### src/rtl/crc_pkg.sv
package crc_pkg;
  localparam int DATA_W = 32;
  localparam int ADDR_W = 4;
  localparam int LANES  = DATA_W / 8;
  localparam int NARROW = 16;

  localparam logic [ADDR_W-1:0] ADDR_MODE = 4'h0;
  localparam logic [ADDR_W-1:0] ADDR_SEED = 4'h4;
  localparam logic [ADDR_W-1:0] ADDR_DATA = 4'h8;

  localparam logic [DATA_W-1:0] RESET_STATE = 32'h0000_FFFF;

  typedef enum logic [1:0] {
    POLY_CCITT = 2'd0,
    POLY_ANSI  = 2'd1,
    POLY_WIDE  = 2'd2,
    POLY_RSVD  = 2'd3
  } poly_sel_e;

  typedef struct packed {
    logic      inv_out;
    logic      mir_out;
    logic      inv_in;
    logic      mir_in;
    poly_sel_e poly;
  } mode_t;

  localparam int MODE_W = $bits(mode_t);

  function automatic logic [DATA_W-1:0] poly_taps(input poly_sel_e sel);
    case (sel)
      POLY_ANSI: poly_taps = 32'h0000_8005;
      POLY_WIDE: poly_taps = 32'h04C1_1DB7;
      default:   poly_taps = 32'h0000_1021;
    endcase
  endfunction

  function automatic logic poly_is_wide(input poly_sel_e sel);
    poly_is_wide = (sel == POLY_WIDE);
  endfunction
endpackage

### src/rtl/crc_byte_step.sv
module crc_byte_step #(
  parameter int W     = 32,
  parameter int NW    = 16,
  parameter int BITS  = 8
) (
  input  logic [W-1:0]    state_i,
  input  logic [BITS-1:0] byte_i,
  input  logic            wide_i,
  input  logic [W-1:0]    poly_i,
  output logic [W-1:0]    state_o
);
  logic [BITS:0][W-1:0] chain;
  assign chain[0] = state_i;

  generate
    for (genvar b = 0; b < BITS; b++) begin : g_bit
      logic         fb;
      logic [W-1:0] shifted;
      assign fb      = (wide_i ? chain[b][W-1] : chain[b][NW-1]) ^ byte_i[BITS-1-b];
      assign shifted = {chain[b][W-2:0], 1'b0} ^ (fb ? poly_i : '0);
      assign chain[b+1] = wide_i ? shifted : {{(W-NW){1'b0}}, shifted[NW-1:0]};
    end
  endgenerate

  assign state_o = chain[BITS];
endmodule

### src/rtl/crc_in_xform.sv
module crc_in_xform #(
  parameter int LANES = 4
) (
  input  logic [8*LANES-1:0] data_i,
  input  logic               mir_i,
  input  logic               inv_i,
  output logic [8*LANES-1:0] data_o
);
  generate
    for (genvar k = 0; k < LANES; k++) begin : g_lane
      logic [7:0] raw;
      logic [7:0] mir;
      assign raw = data_i[8*k +: 8];
      for (genvar i = 0; i < 8; i++) begin : g_rev
        assign mir[i] = raw[7-i];
      end
      assign data_o[8*k +: 8] = (mir_i ? mir : raw) ^ {8{inv_i}};
    end
  endgenerate
endmodule

### src/rtl/crc_out_xform.sv
module crc_out_xform #(
  parameter int W  = 32,
  parameter int NW = 16
) (
  input  logic [W-1:0] state_i,
  input  logic         wide_i,
  input  logic         mir_i,
  input  logic         inv_i,
  output logic [W-1:0] sum_o
);
  logic [W-1:0]  rev_w;
  logic [NW-1:0] rev_n;
  logic [W-1:0]  sel;
  logic [W-1:0]  mask;

  generate
    for (genvar i = 0; i < W; i++) begin : g_rw
      assign rev_w[i] = state_i[W-1-i];
    end
    for (genvar i = 0; i < NW; i++) begin : g_rn
      assign rev_n[i] = state_i[NW-1-i];
    end
  endgenerate

  assign mask = wide_i ? '1 : {{(W-NW){1'b0}}, {NW{1'b1}}};

  always_comb begin
    if (mir_i) sel = wide_i ? rev_w : {{(W-NW){1'b0}}, rev_n};
    else       sel = state_i & mask;
    sum_o = (sel ^ (inv_i ? mask : '0)) & mask;
  end
endmodule

### src/rtl/crc_engine.sv
module crc_engine
  import crc_pkg::*;
(
  input  logic              clk,
  input  logic              rst_n,
  input  logic              req_valid,
  input  logic              req_write,
  input  logic              req_size,
  input  logic [ADDR_W-1:0] req_addr,
  input  logic [DATA_W-1:0] req_wdata,
  output logic [DATA_W-1:0] rd_data
);
  mode_t             mode_q;
  logic [DATA_W-1:0] state_q;
  logic [DATA_W-1:0] taps;
  logic              wide;
  logic [DATA_W-1:0] din_x;
  logic [DATA_W-1:0] sum_w;
  logic [DATA_W-1:0] next_data;
  logic [DATA_W-1:0] seed_val;
  logic [LANES:0][DATA_W-1:0] lane_st;

  assign taps = poly_taps(mode_q.poly);
  assign wide = poly_is_wide(mode_q.poly);

  crc_in_xform #(.LANES(LANES)) u_in (
    .data_i (req_wdata),
    .mir_i  (mode_q.mir_in),
    .inv_i  (mode_q.inv_in),
    .data_o (din_x)
  );

  assign lane_st[0] = state_q;
  generate
    for (genvar k = 0; k < LANES; k++) begin : g_lane
      crc_byte_step #(.W(DATA_W), .NW(NARROW), .BITS(8)) u_step (
        .state_i (lane_st[k]),
        .byte_i  (din_x[8*k +: 8]),
        .wide_i  (wide),
        .poly_i  (taps),
        .state_o (lane_st[k+1])
      );
    end
  endgenerate

  assign next_data = req_size ? lane_st[LANES] : lane_st[1];
  assign seed_val  = wide ? req_wdata : {{(DATA_W-NARROW){1'b0}}, req_wdata[NARROW-1:0]};

  crc_out_xform #(.W(DATA_W), .NW(NARROW)) u_out (
    .state_i (state_q),
    .wide_i  (wide),
    .mir_i   (mode_q.mir_out),
    .inv_i   (mode_q.inv_out),
    .sum_o   (sum_w)
  );

  always_ff @(posedge clk or negedge rst_n) begin
    if (!rst_n) begin
      mode_q  <= '0;
      state_q <= RESET_STATE;
    end else if (req_valid && req_write) begin
      case (req_addr)
        ADDR_MODE: mode_q  <= mode_t'(req_wdata[MODE_W-1:0]);
        ADDR_SEED: state_q <= seed_val;
        ADDR_DATA: state_q <= next_data;
        default: ;
      endcase
    end
  end

  always_comb begin
    case (req_addr)
      ADDR_MODE: rd_data = {{(DATA_W-MODE_W){1'b0}}, mode_q};
      ADDR_DATA: rd_data = sum_w;
      default:   rd_data = '0;
    endcase
  end
endmodule

### config.mk
export PLATFORM = sky130hd
export DESIGN_NAME = crc_engine
export DESIGN_NICKNAME = d
export VERILOG_FILES = /design/src/rtl/crc_pkg.sv /design/src/rtl/crc_byte_step.sv /design/src/rtl/crc_in_xform.sv /design/src/rtl/crc_out_xform.sv /design/src/rtl/crc_engine.sv
export SDC_FILE = /design/constraint.sdc
export NUM_CORES = 1
export LEC_CHECK = 0
export ABC_AREA = 0
export CAP_MARGIN = 20
export CORE_AREA = 2 2 161 163
export DETAILED_ROUTE_END_ITERATION = 12
export DIE_AREA = 0 0 163 165
export PLACE_DENSITY = 0.68
export SLEW_MARGIN = 15
export SYNTH_ARGS = -nofsm -noshare
export SYNTH_HDL_FRONTEND = slang
export SYNTH_SLANG_ARGS = --single-unit
### constraint.sdc
create_clock -name clk -period 17.5 [get_ports clk]
set_clock_uncertainty 0.15 [all_clocks]
set_input_delay 3.5 -clock clk [delete_from_list [all_inputs] [get_ports clk]]
set_output_delay 3.5 -clock clk [all_outputs]
set_load 0.01 [all_outputs]
**Word level (Yosys, flattened, before mapping)**

Index checks and enable logic that the tools add are counted.

- Bits in registers: 38
- Bits in latches: 0
- RAM bits: 0
- Bits in read-only memories: 0
- Bits of input ports: 41
- Output and inout bits: 32
- Word-level logic and storage cells: 195
- Memories kept: 0

- $add $sub $neg: 0
- Multiply operators: 0
- Div/mod/pow operators: 0
- Magnitude comparators: 0
- Eq/ne operators: 4
- Shift-type cells: 0
- Multiplexer cells: 109
- Bitwise gates (word level): 71
- Reductions and logical operators: 5

Operator list:

| kind | number |
|---|---|
| $mux W32 | 38 |
| $xor A32 B32 Y32 | 33 |
| $mux W27 | 32 |
| $pmux W32 S2 | 2 |
| $and A32 B32 Y32 | 2 |
| $pmux W27 S2 | 1 |
| $mux W1 | 32 |
| $mux W8 | 4 |
| $xor A1 B1 Y1 | 32 |
| $xor A8 B8 Y8 | 4 |
| $eq A4 B3 Y1 const B | 1 |
| $eq A4 B4 Y1 const B | 1 |
| $logic_not A4 Y1 | 1 |
| $reduce_and A2 Y1 | 2 |
| $eq A2 B1 Y1 const B | 1 |
| $eq A2 B2 Y1 const B | 1 |
| $reduce_bool A2 Y1 | 1 |
| $logic_and A1 B1 Y1 | 1 |

**Logic depth before layout (Yosys ltp)**

Gate-level depths: netlist of run 1.

- Depth after elaboration: 163
- Depth in mapped cells: 59
- Gate-level depth less buffers: 51

**Hierarchy**

Synthesis of run 1 repeated with hierarchy kept, for this count alone.

- Cells, all modules: 3,505
- Area total of the unflattened synthesis: 25,117.8 um^2

By module, submodules not included:

| module | instances | cells each | area each (um^2) |
|---|---|---|---|
| crc_byte_step | 4 | 772 | 5,216.3 |
| crc_engine | 1 | 220 | 2,613.8 |
| crc_out_xform | 1 | 125 | 962.2 |
| crc_in_xform | 1 | 72 | 676.9 |

**Worst setup path before layout of run 1**

No wires, ideal clock.

- Path type: input to register
- From: input port req_wdata[6]
- To: register state_q[12]
- Library setup time: 89 ps
- Arrival: 18,414 ps
- Data required time: 17,261 ps
- Setup slack: -1,153 ps
- Stages on the path: 54
- Buffers on the path: 5
- Path through: mux2i_4 -> xor2_1 -> a211oi_1 -> or4_1 -> o21ai_2 -> xnor2_2 -> xnor3_1 -> or4_1 -> nor4bb_1 -> or4b_1 -> buf_4 -> mux2i_1 -> or3_1 -> buf_4 -> xor2_2 -> nand2_4 -> xnor3_2 -> and3_1 -> [18 not listed] -> mux4_2 -> nand3_1 -> xor2_1 -> xnor3_1 -> a2111oi_2 -> a211oi_2 -> xor2_2 -> mux2_2 -> xor3_1 -> xnor2_1 -> a2111oi_0 -> a2111o_1 -> or3_1 -> buf_2 -> a21oi_4 -> xnor2_1 -> mux2_1 -> a211oi_1

- Word-level cells in the longest chain between the ends: 158

RTL lines:

| what | line | RTL |
|---|---|---|
| start, declared | crc_engine.sv:10 | `input logic [DATA_W-1:0] req_wdata,` |
| $mux W8 * | crc_in_xform.sv:17 | `assign data_o[8*k +: 8] = (mir_i ? mir : raw) ^ {8{inv_i}};` |
| $xor A8 B8 Y8 * | crc_in_xform.sv:17 |  |
| $xor A1 B1 Y1 | crc_byte_step.sv:19 | `assign fb = (wide_i ? chain[b][W-1] : chain[b][NW-1]) ^ byte_i[BITS-1-b];` |
| $mux W27 | crc_byte_step.sv:20 | `assign shifted = {chain[b][W-2:0], 1'b0} ^ (fb ? poly_i : '0);` |
| $xor A32 B32 Y32 | crc_byte_step.sv:20 |  |
| $mux W32 | crc_byte_step.sv:21 | `assign chain[b+1] = wide_i ? shifted : {{(W-NW){1'b0}}, shifted[NW-1:0]};` |
| $mux W1 | crc_byte_step.sv:19 |  |
| $xor A1 B1 Y1 | crc_byte_step.sv:19 |  |
| [142 not listed] | n/a |  |
| $mux W32 | crc_byte_step.sv:21 |  |
| $mux W1 | crc_byte_step.sv:19 |  |
| $xor A1 B1 Y1 | crc_byte_step.sv:19 |  |
| $mux W27 | crc_byte_step.sv:20 |  |
| $xor A32 B32 Y32 | crc_byte_step.sv:20 |  |
| $mux W32 | crc_byte_step.sv:21 |  |
| $mux W32 * | crc_engine.sv:46 | `assign next_data = req_size ? lane_st[LANES] : lane_st[1];` |
| $pmux W32 S2 * | crc_engine.sv:62 | `case (req_addr)` |
| end signal, assigned | crc_engine.sv:64 | `ADDR_SEED: state_q <= seed_val;` |
| end signal, assigned | crc_engine.sv:65 | `ADDR_DATA: state_q <= next_data;` |
| end, declared | crc_engine.sv:14 | `logic [DATA_W-1:0] state_q;` |

Every way passes the cells marked *; elsewhere a longest branch is shown, timed or not.
A chain may end at the register's enable or synchronous reset.

**Worst setup path after layout of run 1**

Ends and elaborated chain as after synthesis.

==> metrics.md, run 1 <==
| Metric | Value |
|---|---|
| Crit path time final | `17620 ps` |
| Root Buffer | `clkbuf_16` |
| Met2 wire length | `22700 um` |
| Sequential Area | `975 um^2` |
| Row count | `58` |
| Most common cell on crit path | `buf_6` |
| Synth cell types | `103` |
| Worst-Margin Slew | `1130 ps` |
| Max-Cap Viols | `0` |
| Vias/cell | `6.14` |
| DIE WIDTH | `163 um` |
| Ant diodes | `0` |
| Failing checks | `setup timing` |
| Vias in the first global route | `12.9k` |
| CTS tree | `yes` |
| Crit path kind | `input pin to flip-flop` |
| Share of flip-flops with an asynchronous set or reset | `1.00` |
| Synth Instances | `1631` |
| Seq/Total Area, Yosys | `0.0786` |
| Hold Slack | `390 ps` |
| Startpoint Class | `input pin` |
| Multi-input logic area | `11700 um^2` |
| Outcome | `finished, violations left` |
| 1st-iter DRT viols | `1385` |
| Die ar. | `26900 um^2` |
| Worst path max stage delay | `610 ps` |
| Vias | `13.6k` |
| GPL Wtd Cong | `0.996` |
| Clock buffer depth | `2` |
| Top Layer Used | `met4` |
| Met1 WL | `19400 um` |
| Slew headroom | `0.244` |
| I/O pin count | `73` |
| Overflow left after global routing | `0` |
| Area post-placement | `15100 um^2` |
| Flops & latches, synth | `38` |
| Drt wl/cell | `23.0 um` |
| Clk sinks | `38` |
| Final setup TNS | `-405 ps` |
| Latest clock arrival within the worst-skew pair | `290 ps` |
| Period Utilization, post-route | `1.01` |
| Worst Hold Class | `flip-flop to flip-flop` |
| Drt first pass iters | `6` |
| Starting Density | `0.493` |
| Min-Delay Path Depth | `2` |
| CTS H-tree depth | `2` |
| Number of synthesized flops with an enable pin | `0` |
| Mean Syn Cell Area | `7.57 um^2` |
| Slowest cell on the critical path | `or4b_4` |
| Critical path required time | `17560 ps` |
| Drt drc | `0` |
| Layout area overhead | `31.6%` |
| Syn Std Cell Area | `12300 um^2` |
| Largest net degree at the start of global routing | `57` |
| Global-route wire length before repair | `75400 um` |
| Synth warnings | `0` |
| Core Area | `25000 um^2` |
| Critical Path AT | `17670 ps` |
| Setup WS post-layout | `-117 ps` |
| Maximum fanout along the worst path | `6` |
| Port bufs | `72` |
| Depth of the most critical reg-to-reg path | `56` |
| Max Clock Freq | `0.0568 GHz` |
| # setup viols final | `6` |
| # fillers | `2192` |
| RSZ-0062 raised after global routing | `true` |
| CTS Buf Count | `5` |
| Slew Viols, Final | `0` |
| GRT Util Overall | `0.370` |
| Mapped Nets | `1676` |
| Met3 wire length | `4680 um` |
| Initial antenna violation count | `0` |
| Critical Path End Type | `flip-flop` |
| Share of cells above drive strength 1 | `0.257` |
| Util after Layout | `0.649` |
| Synth Flop Type | `dfrtp_1` |
| Final WL | `51000 um` |
| Layout Nets | `1934` |
| DP Wirelength | `38400 um` |
| Die Height | `165 um` |
| Finished layout cell area | `16300 um^2` |
| Final hold violation count | `0` |
| Clock transition at the registers of the reported paths | `60 ps` |
| Final ANT Viol Nets | `0` |
-- sequential cells by signal (all words and copies together) (netlist names) --
signal,cells
state_q,32
mode_q,6
-- synth_stat cells (5+ instances only) --
cell         n  share of area
a211o_1      5         0.0035
a211oi_1    19          0.012
a21boi_0     6         0.0036
a21o_1       6         0.0036
a21oi_1     68          0.028
a221oi_1     7         0.0050
a22oi_1      9         0.0055
a31oi_1     13         0.0066
and3_1      24          0.012
and4_1       8         0.0057
buf_1       15         0.0046
buf_2        9         0.0036
clkbuf_1    76          0.023
dfrtp_1     22          0.045
dfstp_2     16          0.034
inv_1       19         0.0058
mux2_2       9         0.0082
mux2i_1     88          0.071
nand2_1    180          0.055
nand2b_1    16         0.0081
nand3_1     54          0.022
nand4_1      8         0.0041
nor2_1     165          0.050
nor2b_1      6         0.0030
nor3_1      32          0.013
nor3b_1      5         0.0030
nor4_1      14         0.0071
o2111ai_1    7         0.0050
o211ai_1     9         0.0055
o21a_1       7         0.0043
o21ai_0     52          0.021
o22ai_1      9         0.0046
o31ai_1      8         0.0049
or2_2        8         0.0041
or3_1       25          0.013
or4_1       10         0.0061
xnor2_1    318           0.23
xnor2_2      9          0.012
xnor3_1     35          0.064
xor2_1     117          0.083
-- layer usage --
layer  vias up  GRT usage
met4         0      0.257
met3       242     0.0485
met1      6357      0.462
met5         -          0
li1       6215          -
met2       813      0.596
-- repair_timing --
| item | CTS | global route |
|---|---|---|
| cloned | 0 | 1 |
| endpoints found under the hold margin | 0 | 0 |
| hold buffers | 0 | 0 |
| setup endpoints to repair | 25 | 28 |
| gates resized for setup | 43 | 99 |
| pin swaps | 28 | 44 |
| setup buffers | 9 | 32 |
-- layout by cell type, fill, tap and decap left out, drive strengths merged, types with 22 or more instances in the layout --
cell / count
xnor2: 328
buf: 287
nand2: 181
nor2: 166
xor2: 119
mux2i: 90
a21oi: 69
clkdlybuf4s50: 63
o21ai: 58
nand3: 55
nor3: 37
xnor3: 37
or3: 25
and3: 24
dfrtp: 22
-- logic make-up (layout without fill, tap and decap cells) --
| logic type | count (synthesis) | after routing | synth area share |
|---|---|---|---|
| multiplexers | 101 | 101 | 0.0852 |
| AND/OR/NAND/NOR | 587 | 588 | 0.232 |
| buffers and inverters | 128 | 386 | 0.0423 |
| flip-flops | 38 | 38 | 0.0786 |
| XOR/XNOR | 487 | 487 | 0.399 |
| adder cells (fa/ha/maj) | 4 | 4 | 0.00405 |
| AO/OA/AOI/OAI | 286 | 286 | 0.159 |
-- per-stage QoR --
step / setup slack (ps) / cells
after floorplan: 3.23 / 1631
after global placement: -495 / 2170
after detailed placement: -780 / 2171
after CTS: -64.6 / 2188
after global routing: -619 / 2220
final: -117 / 2220
-- final timing paths --
path / slack [ps] / end / start
max in group asynchronous: 13400 / mode_q[3] / rst_n
hold / removal: 390 / state_q[31] / state_q[31]
hold reg to reg: 390 / state_q[31] / state_q[31]
setup reg to reg: 2070 / state_q[12] / mode_q[1]
min in group asynchronous: 3190 / mode_q[0] / rst_n
setup / recovery: -120 / state_q[12] / req_wdata[6]
-- critical path, delay by kind of cell --
kind / cells / cell delay [ps]
xor gates and xnor gates: 11 / 2420
muxes: 5 / 1660
AOI/OAI and AO/OA: 13 / 3010
and+or+nand+nor: 20 / 6090
buffers and inverters: 7 / 960
-- final cells by class --
cell class / instances / area share
clock buffer: 6 / 0.00854
clock inverter: 2 / 0.00369
inverter: 22 / 0.00508
multi-input combinational: 1466 / 0.719
sequential: 38 / 0.0600
tap: 330 / 0.0254
timing repair buffer: 356 / 0.178
Power of run 1 is not shown: default switching activity piles up to over one toggle a cycle in this logic, so the estimate is an artifact.
==> run 2, diff against run 1 <==
SLEW_MARGIN = 20   (was 15)
==> run 2 against run 1 <==
Compared with the run above:
- the flow now finishes without violations
- first-iteration DRC count grew 2.6%
- core utilization grew 0.53 points
- non-clock buffer count grew 4
- fmax grew 0.72%
- register-to-register slack gained 80 ps
- global-route usage shrank 0.23 points
- largest cell class unchanged
- highest routed layer unchanged
==> metrics.md, run 2 (same netlist as run 1, synthesis figures left out) <==
| Metric | Value |
|---|---|
| Slowest cell on the critical path | `or4b_4` |
| Layout area overhead | `32.7%` |
| Sequential Area | `975 um^2` |
| Largest regs | `state_q x32, mode_q x6` |
| Outcome | `complete, no violations` |
| Slew headroom | `0.289` |
| Slew Viols, Final | `0` |
| Max Clock Freq | `0.0572 GHz` |
| Finished layout cell area | `16400 um^2` |
| 1st-iter DRT viols | `1421` |
| Die ar. | `26900 um^2` |
| GRT Util Overall | `0.368` |
| Final WL | `51000 um` |
| Most common cell on crit path | `or4_4` |
| Area post-placement | `15100 um^2` |
| Row count | `58` |
| Top reg by flops | `state_q` |
| CTS H-tree depth | `2` |
| Drt wl/cell | `22.9 um` |
| Maximum fanout along the worst path | `6` |
| I/O pin count | `73` |
| Port bufs | `72` |
| Clk sinks | `38` |
| Layout Nets | `1938` |
| Core Area | `25000 um^2` |
| DIE WIDTH | `163 um` |
| Most frequent cells in the layout | `xnor2_1, buf_4, nand2_1` |
| Drt first pass iters | `5` |
| Ant diodes | `0` |
| Startpoint Class | `input pin` |
| Overflow left after global routing | `0` |
| Period Utilization, post-route | `1.00` |
| Starting Density | `0.493` |
| Worst Hold Class | `flip-flop to flip-flop` |
| Critical path required time | `17550 ps` |
| GPL Wtd Cong | `0.996` |
| Latest clock arrival within the worst-skew pair | `280 ps` |
| Crit path time final | `17490 ps` |
| Global-route wire length before repair | `75300 um` |
| Critical Path AT | `17540 ps` |
| Met3 wire length | `4580 um` |
| Max reg flops | `32` |
| RSZ-0062 raised after global routing | `true` |
| Multi-input logic area | `11800 um^2` |
| Vias | `13.7k` |
| Met1 WL | `19900 um` |
| Max-Cap Viols | `0` |
| Drt drc | `0` |
| # fillers | `2123` |
| CTS Buf Count | `5` |
| DP Wirelength | `38300 um` |
| Largest net degree at the start of global routing | `57` |
| Commonest non-fill, non-tap cell in the layout | `xnor2_1` |
| Final hold violation count | `0` |
| Final ANT Viol Nets | `0` |
| Clock transition at the registers of the reported paths | `60 ps` |
| Top Layer Used | `met4` |
| Root Buffer | `clkbuf_16` |
| Met2 wire length | `22600 um` |
| Critical Path End Type | `flip-flop` |
| Worst path max stage delay | `610 ps` |
| Vias/cell | `6.15` |
| Clock buffer depth | `2` |
| # setup viols final | `0` |
| Worst-Margin Slew | `1060 ps` |
| Share of cells above drive strength 1 | `0.262` |
| Crit path kind | `input pin to flip-flop` |
| Vias in the first global route | `12.6k` |
| CTS tree | `yes` |
| Die Height | `165 um` |
| Initial antenna violation count | `0` |
[run 2: cell types whose count changed in the layout (fill, tap and decap cells not counted), sizes merged]
| cell | change |
|---|---|
| clkbuf | -1 |
| buf | +6 |
| dlymetal6s2s | -1 |
[run 2: cell type report]
| cell class | instances | share of cell area |
|---|---|---|
| clock buffers | 6 | 0.00847 |
| clock inverters | 2 | 0.00366 |
| inverters | 22 | 0.00504 |
| multi-input cells | 1466 | 0.719 |
| flip-flops and latches | 38 | 0.0595 |
| well taps | 330 | 0.0252 |
| repair buffers | 360 | 0.179 |
[run 2: critical path, delay by kind of cell]
| kind | cells | cell delay, ps |
|---|---|---|
| AOI/OAI and AO/OA | 13 | 2950 |
| xor gates and xnor gates | 14 | 3150 |
| buffers and inverters | 5 | 690 |
| muxes | 6 | 2020 |
| and+or+nand+nor | 16 | 5210 |
[run 2: final timing paths]
check | cells past startpoint | start | endpoint | slack [ps]
worst max-delay path | 54 | req_wdata[6] | state_q[12] | 9
worst min-delay path | 2 | state_q[31] | state_q[31] | 380
worst max register to register | 53 | mode_q[2] | state_q[12] | 2150
worst min register to register | 2 | state_q[31] | state_q[31] | 380
max in group asynchronous | 1 | rst_n | mode_q[3] | 13390
min in group asynchronous | 1 | rst_n | mode_q[0] | 3190
[run 2: per-stage QoR]
stage	setup TNS [ps]	utilization	cells	hold WS, ps	setup slack, ps
after global routing	-4550	0.655	2224	393	-386
after floorplan	0	-	1631	320	3.23
final	0	0.655	2224	380	8.53
after CTS	-74.4	0.620	2186	378	-74.4
after detailed placement	-12620	0.602	2170	365	-794
after global placement	-6220	0.602	2170	355	-495
[run 2: what timing repair did]
| action | CTS | global route |
|---|---|---|
| cloned | 0 | 1 |
| resized for setup | 40 | 121 |
| buffers inserted | 8 | 38 |
| setup endpoints to repair | 25 | 29 |
| endpoints found under the hold margin | 0 | 0 |
| hold buffers | 0 | 0 |
| pin swaps | 28 | 52 |
[run 2: routing by layer]
metal,vias up,track usage
met5,-,0
li1,6234,-
met2,772,0.595
met3,226,0.0495
met4,0,0.243
met1,6453,0.461
Power of run 2 is left out for the same reason.
